[src/rtl/vseq_pkg.sv]
package vseq_pkg;
   typedef enum logic {
      ST_IDLE = 1'b0,
      ST_RUN  = 1'b1
   } seq_state_e;

   function automatic int unsigned mask_width(input int unsigned idx_w);
      return 32'd1 << idx_w;
   endfunction
endpackage

[src/rtl/vseq_netcount.sv]
module vseq_netcount #(
   parameter int unsigned IDX_W = 8,
   localparam int unsigned CNT_W = IDX_W + 1
) (
   input  logic [CNT_W-1:0] count_i,
   input  logic [IDX_W-1:0] first_i,
   output logic             empty_o
);
   logic [CNT_W-1:0] first_ext;

   assign first_ext = {1'b0, first_i};
   // nothing to process when the count does not exceed the resume index
   assign empty_o   = (count_i <= first_ext);
endmodule

[src/rtl/vseq_mask_sel.sv]
module vseq_mask_sel #(
   parameter int unsigned IDX_W      = 8,
   parameter bit          PICK_ONEHOT = 1'b0,
   localparam int unsigned MASK_W    = vseq_pkg::mask_width(IDX_W)
) (
   input  logic [MASK_W-1:0] mask_i,
   input  logic [IDX_W-1:0]  idx_i,
   output logic              bit_o
);
   generate
      if (PICK_ONEHOT) begin : g_onehot
         logic [MASK_W-1:0] sel;
         assign sel   = MASK_W'(1) << idx_i;
         assign bit_o = |(mask_i & sel);
      end else begin : g_mux
         assign bit_o = mask_i[idx_i];
      end
   endgenerate
endmodule

[src/rtl/vseq_ctrl.sv]
module vseq_ctrl
   import vseq_pkg::*;
#(
   parameter int unsigned IDX_W = 8,
   localparam int unsigned CNT_W = IDX_W + 1
) (
   input  logic             clk,
   input  logic             rst_n,
   input  logic             accept_i,
   input  logic             empty_i,
   input  logic [CNT_W-1:0] count_i,
   input  logic [IDX_W-1:0] first_i,
   input  logic             intr_req_i,
   output logic             busy_o,
   output logic [IDX_W-1:0] cur_o,
   output logic             done_o,
   output logic             intr_o,
   output logic [IDX_W-1:0] resume_o
);
   seq_state_e       state_q;
   logic [IDX_W-1:0] cur_q;
   logic [CNT_W-1:0] cnt_q;
   logic [CNT_W-1:0] nxt;
   logic             last;
   logic             done_q;
   logic             intr_q;
   logic [IDX_W-1:0] resume_q;

   assign nxt  = {1'b0, cur_q} + CNT_W'(1);
   assign last = (nxt == cnt_q);

   always_ff @(posedge clk or negedge rst_n) begin
      if (!rst_n) begin
         state_q  <= ST_IDLE;
         cur_q    <= '0;
         cnt_q    <= '0;
         done_q   <= 1'b0;
         intr_q   <= 1'b0;
         resume_q <= '0;
      end else begin
         done_q <= 1'b0;
         intr_q <= 1'b0;
         case (state_q)
            ST_IDLE: begin
               if (accept_i) begin
                  if (empty_i) begin
                     done_q   <= 1'b1;
                     resume_q <= '0;
                  end else begin
                     state_q <= ST_RUN;
                     cur_q   <= first_i;
                     cnt_q   <= count_i;
                  end
               end
            end
            ST_RUN: begin
               if (last) begin
                  state_q  <= ST_IDLE;
                  done_q   <= 1'b1;
                  resume_q <= '0;
               end else if (intr_req_i) begin
                  state_q  <= ST_IDLE;
                  intr_q   <= 1'b1;
                  resume_q <= nxt[IDX_W-1:0];
               end else begin
                  cur_q <= nxt[IDX_W-1:0];
               end
            end
         endcase
      end
   end

   assign busy_o   = (state_q == ST_RUN);
   assign cur_o    = cur_q;
   assign done_o   = done_q;
   assign intr_o   = intr_q;
   assign resume_o = resume_q;
endmodule

[src/rtl/vec_elem_seq.sv]
module vec_elem_seq #(
   parameter int unsigned IDX_W       = 8,
   parameter bit          PICK_ONEHOT = 1'b0,
   localparam int unsigned CNT_W      = IDX_W + 1,
   localparam int unsigned MASK_W     = vseq_pkg::mask_width(IDX_W)
) (
   input  logic              clk,
   input  logic              rst_n,
   input  logic              start_i,
   input  logic [CNT_W-1:0]  count_i,
   input  logic [IDX_W-1:0]  first_idx_i,
   input  logic [MASK_W-1:0] mask_i,
   input  logic              mask_mode_i,
   input  logic              mask_class_i,
   input  logic              intr_req_i,
   output logic              busy_o,
   output logic              step_o,
   output logic [IDX_W-1:0]  step_idx_o,
   output logic              elem_en_o,
   output logic              done_o,
   output logic              intr_o,
   output logic [IDX_W-1:0]  resume_idx_o
);
   generate
      if (IDX_W < 1 || IDX_W > 10) begin : g_bad_width
         $error("vec_elem_seq: IDX_W must lie in 1..10");
      end
   endgenerate

   logic              accept;
   logic              empty;
   logic              busy;
   logic [IDX_W-1:0]  cur;
   logic [MASK_W-1:0] mask_q;
   logic              gate_q;
   logic              mask_bit;

   assign accept = start_i & ~busy;

   vseq_netcount #(.IDX_W(IDX_W)) u_net (
      .count_i (count_i),
      .first_i (first_idx_i),
      .empty_o (empty)
   );

   vseq_ctrl #(.IDX_W(IDX_W)) u_ctrl (
      .clk        (clk),
      .rst_n      (rst_n),
      .accept_i   (accept),
      .empty_i    (empty),
      .count_i    (count_i),
      .first_i    (first_idx_i),
      .intr_req_i (intr_req_i),
      .busy_o     (busy),
      .cur_o      (cur),
      .done_o     (done_o),
      .intr_o     (intr_o),
      .resume_o   (resume_idx_o)
   );

   always_ff @(posedge clk or negedge rst_n) begin
      if (!rst_n) begin
         mask_q <= '0;
         gate_q <= 1'b0;
      end else if (accept) begin
         mask_q <= mask_i;
         gate_q <= mask_mode_i & mask_class_i;
      end
   end

   vseq_mask_sel #(.IDX_W(IDX_W), .PICK_ONEHOT(PICK_ONEHOT)) u_sel (
      .mask_i (mask_q),
      .idx_i  (cur),
      .bit_o  (mask_bit)
   );

   assign busy_o     = busy;
   assign step_o     = busy;
   assign step_idx_o = cur;
   assign elem_en_o  = busy & (~gate_q | mask_bit);
endmodule

[config.mk]
export PLATFORM = sky130hd
export DESIGN_NAME = vec_elem_seq
export DESIGN_NICKNAME = d
export VERILOG_FILES = /design/src/rtl/vseq_pkg.sv /design/src/rtl/vseq_netcount.sv /design/src/rtl/vseq_mask_sel.sv /design/src/rtl/vseq_ctrl.sv /design/src/rtl/vec_elem_seq.sv
export SDC_FILE = /design/constraint.sdc
export NUM_CORES = 1
export LEC_CHECK = 0
export ABC_AREA = 1
export CAP_MARGIN = 20
export CORE_MARGIN = 2
export CORE_UTILIZATION = 52
export CTS_BUF_LIST = sky130_fd_sc_hd__clkbuf_16
export CTS_CLUSTER_DIAMETER = 100
export DETAILED_ROUTE_END_ITERATION = 12
export PLACE_DENSITY = 0.78
export SLEW_MARGIN = 20
export SYNTH_ARGS = -nofsm -noshare
export SYNTH_HDL_FRONTEND = slang
export SYNTH_HIERARCHICAL = 1
export SYNTH_SLANG_ARGS = --single-unit
[constraint.sdc]
create_clock -name clk -period 3.1 [get_ports clk]
set_input_delay 0.93 -clock clk [delete_from_list [all_inputs] [get_ports clk]]
set_output_delay 0.93 -clock clk [all_outputs]
set_load 0.1 [all_outputs]
Word-level counts from Yosys, hierarchy flattened

Cells that the tools add are included.

Bitwise operators: 7
Equal/unequal tests: 7
Muxes and demuxes: 24
Add/sub/neg operators: 1
$lt $le $gt $ge: 2
Reduce and logical (&&, ||, !) cells: 3

Operators by type and width:

| operator                                                             | count |
|---|---|
| 8-bit two-way mux                                                    | 8 |
| 8-bit one-hot mux with 2 select lines                                | 2 |
| 1-bit two-way mux                                                    | 11 |
| 2-bit != test, second input constant                                 | 5 |
| 8-bit by 1-bit adder with 9-bit output, second input constant        | 1 |
| 9-bit equality test                                                  | 1 |
| 9-bit by 8-bit less-or-equal comparator with 1-bit output            | 1 |
| 8-bit by 9-bit < comparator with 1-bit output, second input constant | 1 |
| 1-bit binary-select mux with 8-bit select                            | 1 |
| 3-bit AND reduction                                                  | 2 |
| 1-bit one-hot mux with 2 select lines                                | 2 |
| 4-bit AND reduction                                                  | 1 |
| 1-bit bitwise AND                                                    | 3 |
| 3-bit != test, second input constant                                 | 1 |
| 1-bit inverter                                                       | 3 |
| 1-bit bitwise OR                                                     | 1 |

Output and inout bits: 21
Logic and storage cells: 52
Bits in registers: 285
Input port bits: 279

Logic depth before layout (Yosys ltp)

Depth in word-level cells: 4
Gate-level depth with buffers: 15
Depth with buffers taken out: 15

By module

The synthesis kept the hierarchy.

By module, submodules not included:

| module        | area an instance (µm²) | seq. area each (µm²) | instances | cells each |
|---|---|---|---|---|
| vec_elem_seq  | 10247.3                | 6431.2               | 1         | 1122 |
| vseq_mask_sel | 2672.6                 | 0.0                  | 1         | 579 |
| vseq_ctrl     | 1616.6                 | 700.7                | 1         | 214 |
| vseq_netcount | 237.7                  | 0.0                  | 1         | 40 |

Least setup slack after synthesis

No wires, ideal clock.

Path kind: register to output
Start: register u_ctrl.cur_q[0], in the netlist u_ctrl/cur_o[0]
End: output elem_en_o
Path slack: -1.502 ns
Data arrival time: 3.672 ns
Stages on the path, launching flop included: 15
Data required time: 2.170 ns
Cell sequence: dfrtp_1 buf_4 buf_4 nand2_1 nand3_1 nand3_1 nand3_1 nand3_1 nand2_1 nand2_1 nand3_1 nand3_1 nand2_1 inv_1 a21oi_1

Cells in the longest elaborated chain, start to end: 4

Ends and longest elaborated chain:

| item                                      | RTL line            | text |
|---|---|---|
| start, declared                           | vseq_ctrl.sv:21     | `logic [IDX_W-1:0] cur_q;` |
| start signal, assigned                    | vseq_ctrl.sv:51     | `cur_q <= first_i;` |
| start signal, assigned                    | vseq_ctrl.sv:66     | `cur_q <= nxt[IDX_W-1:0];` |
| 1-bit binary-select mux with 8-bit select | vseq_mask_sel.sv:16 | `assign bit_o = mask_i[idx_i];` |
| 1-bit two-way mux (not written as such)   | vseq_mask_sel.sv:16 |  |
| via mask_bit                              | vec_elem_seq.sv:36  | `logic mask_bit;` |
| 1-bit bitwise OR                          | vec_elem_seq.sv:80  | `assign elem_en_o = busy & (~gate_q \| mask_bit);` |
| 1-bit bitwise AND                         | vec_elem_seq.sv:80  |  |
| end, declared                             | vec_elem_seq.sv:19  | `output logic elem_en_o,` |

The timed path passes the listed nets, and every way through them passes these cells. The select of a mux whose other input is x is not followed.

Final worst setup path

Same ends and word-level chain as after synthesis.

==> flow_metrics.env <==
export IMPL_start_util_pct=53.0
export IMPL_cts_tree="done"
export IMPL_slew_headroom_pct=37.7
export IMPL_rows=61
export IMPL_htreeDepth=1
export IMPL_timing_final_ws_setup_ps=-628
export IMPL_layout_common_cells="848 x nand2_1, 468 x nand3_1, 280 x dfrtp_1"
export IMPL_n_antenna_cell=0
export IMPL_dp_hpwl_mm=30.0
export IMPL_rr_worst_depth=18
export IMPL_skew_ps=13.2
export IMPL_avgSynthCellArea_sq_um=7.56
export IMPL_ys_seq_area_share_pct=48.3
export IMPL_synthCells=1955
export IMPL_r2r_start="u_ctrl/cur_o[0]$_DFFE_PN0P_"
export IMPL_setup_viol=1
export IMPL_antenna_found_initial=0
export IMPL_grt_max_degree=126
export IMPL_drive_gt1_share_pct=11.9
export IMPL_path_cells="buf_4 > clkbuf_16 > nand2_1 > nand3_1 > nand3_1 > nand3_1 > nand3_2 > nand2_2 > nand2_2 > nand3_2 > nand3_2 > nand2_2 > inv_2 > a21oi_4 > buf_12"
export IMPL_p_switching_w=0.00788
export IMPL_arrival_ps=2800
export IMPL_slowest_stage="dfrtp_4"
export IMPL_grt_pass1_vias=14100
export IMPL_syn_num_nets=2243
export IMPL_violations="setup timing"
export IMPL_max_freq_ghz=0.268
export IMPL_maxCapViolations=0
export IMPL_ctsRootBufferMaster="clkbuf_16"
export IMPL_cts_sinks=285
export IMPL_leakagePower_nw=10.0
export IMPL_drt_wirelength_per_cell_um=18.6
export IMPL_pwr_share_comb_pct=48.9
export IMPL_final_common_cell="nand2_1"
export IMPL_p_clk_share_pct=20.4
export IMPL_reg2reg_slack_ps=330
export IMPL_vdd_ir_drop_max_mv=0.548
export IMPL_fin_setup_tns_ps=-628
export IMPL_hold_ws_ps=379
export IMPL_drc=0
export IMPL_crit_type="reg2out"
export IMPL_worstPathMaxFanout=18
export IMPL_finalHoldViolCount=0
export IMPL_synth_seq_cells=285
export IMPL_power_switching_share_pct=43.0
export IMPL_p_int_w=0.0105
export IMPL_grt_ovfl_total=0
export IMPL_final_nets=2514
export IMPL_syn_cell_area_sq_mm=0.0148
export IMPL_vias=15000
export IMPL_fin_crit_sh_pct=120
export IMPL_endpoint_kind="primary output"
export IMPL_firstDrtPassIters=6
export IMPL_p_per_area_mw_per_mm2=916
export IMPL_crit_path_max_incr_delay_ps=470
export IMPL_fin_crit_ps=3730
export IMPL_r2r_end="u_ctrl/resume_o[6]$_DFFE_PN0P_"
export IMPL_clk_path_buf_depth=3
export IMPL_synth_enable_flop_cells=0
export IMPL_drtAntennaViolNets=0
export IMPL_dp_cells=2540
export IMPL_cp_start_kind="flip-flop"
export IMPL_drt_wl_total_mm=48.8
export IMPL_drtIter0Drc=1731
export IMPL_tightest_slew_ps=934
export IMPL_finalNonFillerCells=2628
export IMPL_grtUsageTotal_pct=30.4
export IMPL_worst_skew_pair_late_latency_ps=570
export IMPL_hold_class="in2async"
export IMPL_chipWidth_um=173
export IMPL_async_flop_share_pct=100
export IMPL_cts_buffers=31
export IMPL_power_frac_seq_pct=30.7
export IMPL_yosysUniqueCellTypes=32
export IMPL_viasPerCell=5.72
export IMPL_clk_pin_slew_worst_paths_ps=60
export IMPL_core_area_sq_mm=0.0279
export IMPL_synth_flop_cell="dfrtp_1"
export IMPL_final_max_slew_viol_count=0
export IMPL_syn2layout_area_growth_pct=35.6
export IMPL_grt_pass1_wl_mm=73.6
export IMPL_status="finished with violations"
export IMPL_rsz0062_at_grt="true"
export IMPL_fin_area_sq_mm=0.0200
export IMPL_final_util_pct=71.9
export IMPL_routabilityCongestion=0.852
export IMPL_cp_required_ps=2170
export IMPL_dieArea_sq_mm=0.0298
export IMPL_io_buffer_count=299
export IMPL_io_pins=300
export IMPL_chipHeight_um=173
export IMPL_yosys_warnings=6
export IMPL_post_dp_cell_area_sq_mm=0.0179
[power groups by stage]
stage                     combinational (W)  clock (W)  sequential, W
after floorplan                     0.00446          0        0.00615
after global placement              0.00701          0        0.00558
after detailed placement            0.00716          0        0.00562
after CTS                           0.00795    0.00376        0.00557
after global routing                0.00957    0.00391        0.00574
final                               0.00897    0.00374        0.00562
[state kept, by name (all words and copies together) (netlist names)]
signal           flops
gate_q               1
mask_q             256
u_ctrl/busy_o        1
u_ctrl/cnt_q         9
u_ctrl/cur_o         8
u_ctrl/done_o        1
u_ctrl/intr_o        1
u_ctrl/resume_o      8
[cells by family after synthesis]
logic type / synth area share [%]
xor+xnor: 0.0593
mux: 0.0762
simple gates: 42.3
buf+inv: 7.76
flops: 48.3
fa+ha+maj: 0.762
compound gates: 0.771
[Yosys cell counts, types with 2 or more instances]
cell	count	share of area [%]
dfrtp_1	285	48
buf_1	6	0.15
nor2_1	18	0.46
nand4_1	10	0.42
nand3b_1	2	0.10
ha_1	9	0.76
nand2_1	872	22
nor2_4	3	0.23
nand3_1	527	18
nand2_2	9	0.38
buf_2	64	2.2
nand2_8	2	0.27
inv_1	41	1.0
inv_2	4	0.10
clkbuf_1	15	0.38
buf_4	25	1.3
buf_6	33	2.5
a21oi_1	10	0.34
o21ai_0	7	0.24
[metrics by stage]
step / setup slack, ps / power (W)
final: -628 / 0.0183
after detailed placement: -121 / 0.0128
after CTS: -576 / 0.0173
after floorplan: -160 / 0.0106
after global routing: -698 / 0.0192
after global placement: -103 / 0.0126
[worst max path at each step]
stage                 to  slack (ps)                         from
2_1_floorplan  elem_en_o        -160  u_ctrl/cur_o[0]$_DFFE_PN0P_
3_3_place_gp   elem_en_o        -100  u_ctrl/cur_o[0]$_DFFE_PN0P_
3_5_place_dp   elem_en_o        -120  u_ctrl/cur_o[0]$_DFFE_PN0P_
4_1_cts        elem_en_o        -580  u_ctrl/cur_o[0]$_DFFE_PN0P_
5_1_grt        elem_en_o        -700  u_ctrl/cur_o[0]$_DFFE_PN0P_
6_report       elem_en_o        -630  u_ctrl/cur_o[0]$_DFFE_PN0P_
[area by class of cell]
class / count / area (sq um)
fill: 2064 / 7830
clock inverter: 26 / 250
timing repair buffer: 382 / 4320
tap: 378 / 473
inverter: 46 / 190
multi-input combinational: 1480 / 6870
sequential: 285 / 7150
clock buffer: 31 / 776
[routing by layer]
layer / part of all wire (%) / GRT usage [%] / wire length, um / vias to the layer above
met5: 0 / 0 / 0 / -
met4: 4.5 / 11.8 / 2190 / 0
met3: 8.2 / 4.77 / 4020 / 173
met2: 48 / 50.0 / 23300 / 822
met1: 39 / 40.6 / 19200 / 7161
li1: - / - / - / 6883
[what timing repair did]
item                                   CTS  global route
endpoints found under the hold margin    0             0
hold buffers                             0             0
setup endpoints to repair                1             1
cloned                                   8            13
pin swaps                               14            63
setup buffers                           10             3
gates resized for setup                 39            78
[critical path, delay by kind of cell, from the launching register on]
kind	cells	cell delay [ps]
AND/OR/NAND/NOR	10	930
flip-flops	1	470
buffers and inverters	4	630
AO/OA/AOI/OAI	1	180
Power figures use the tool's default switching activity.
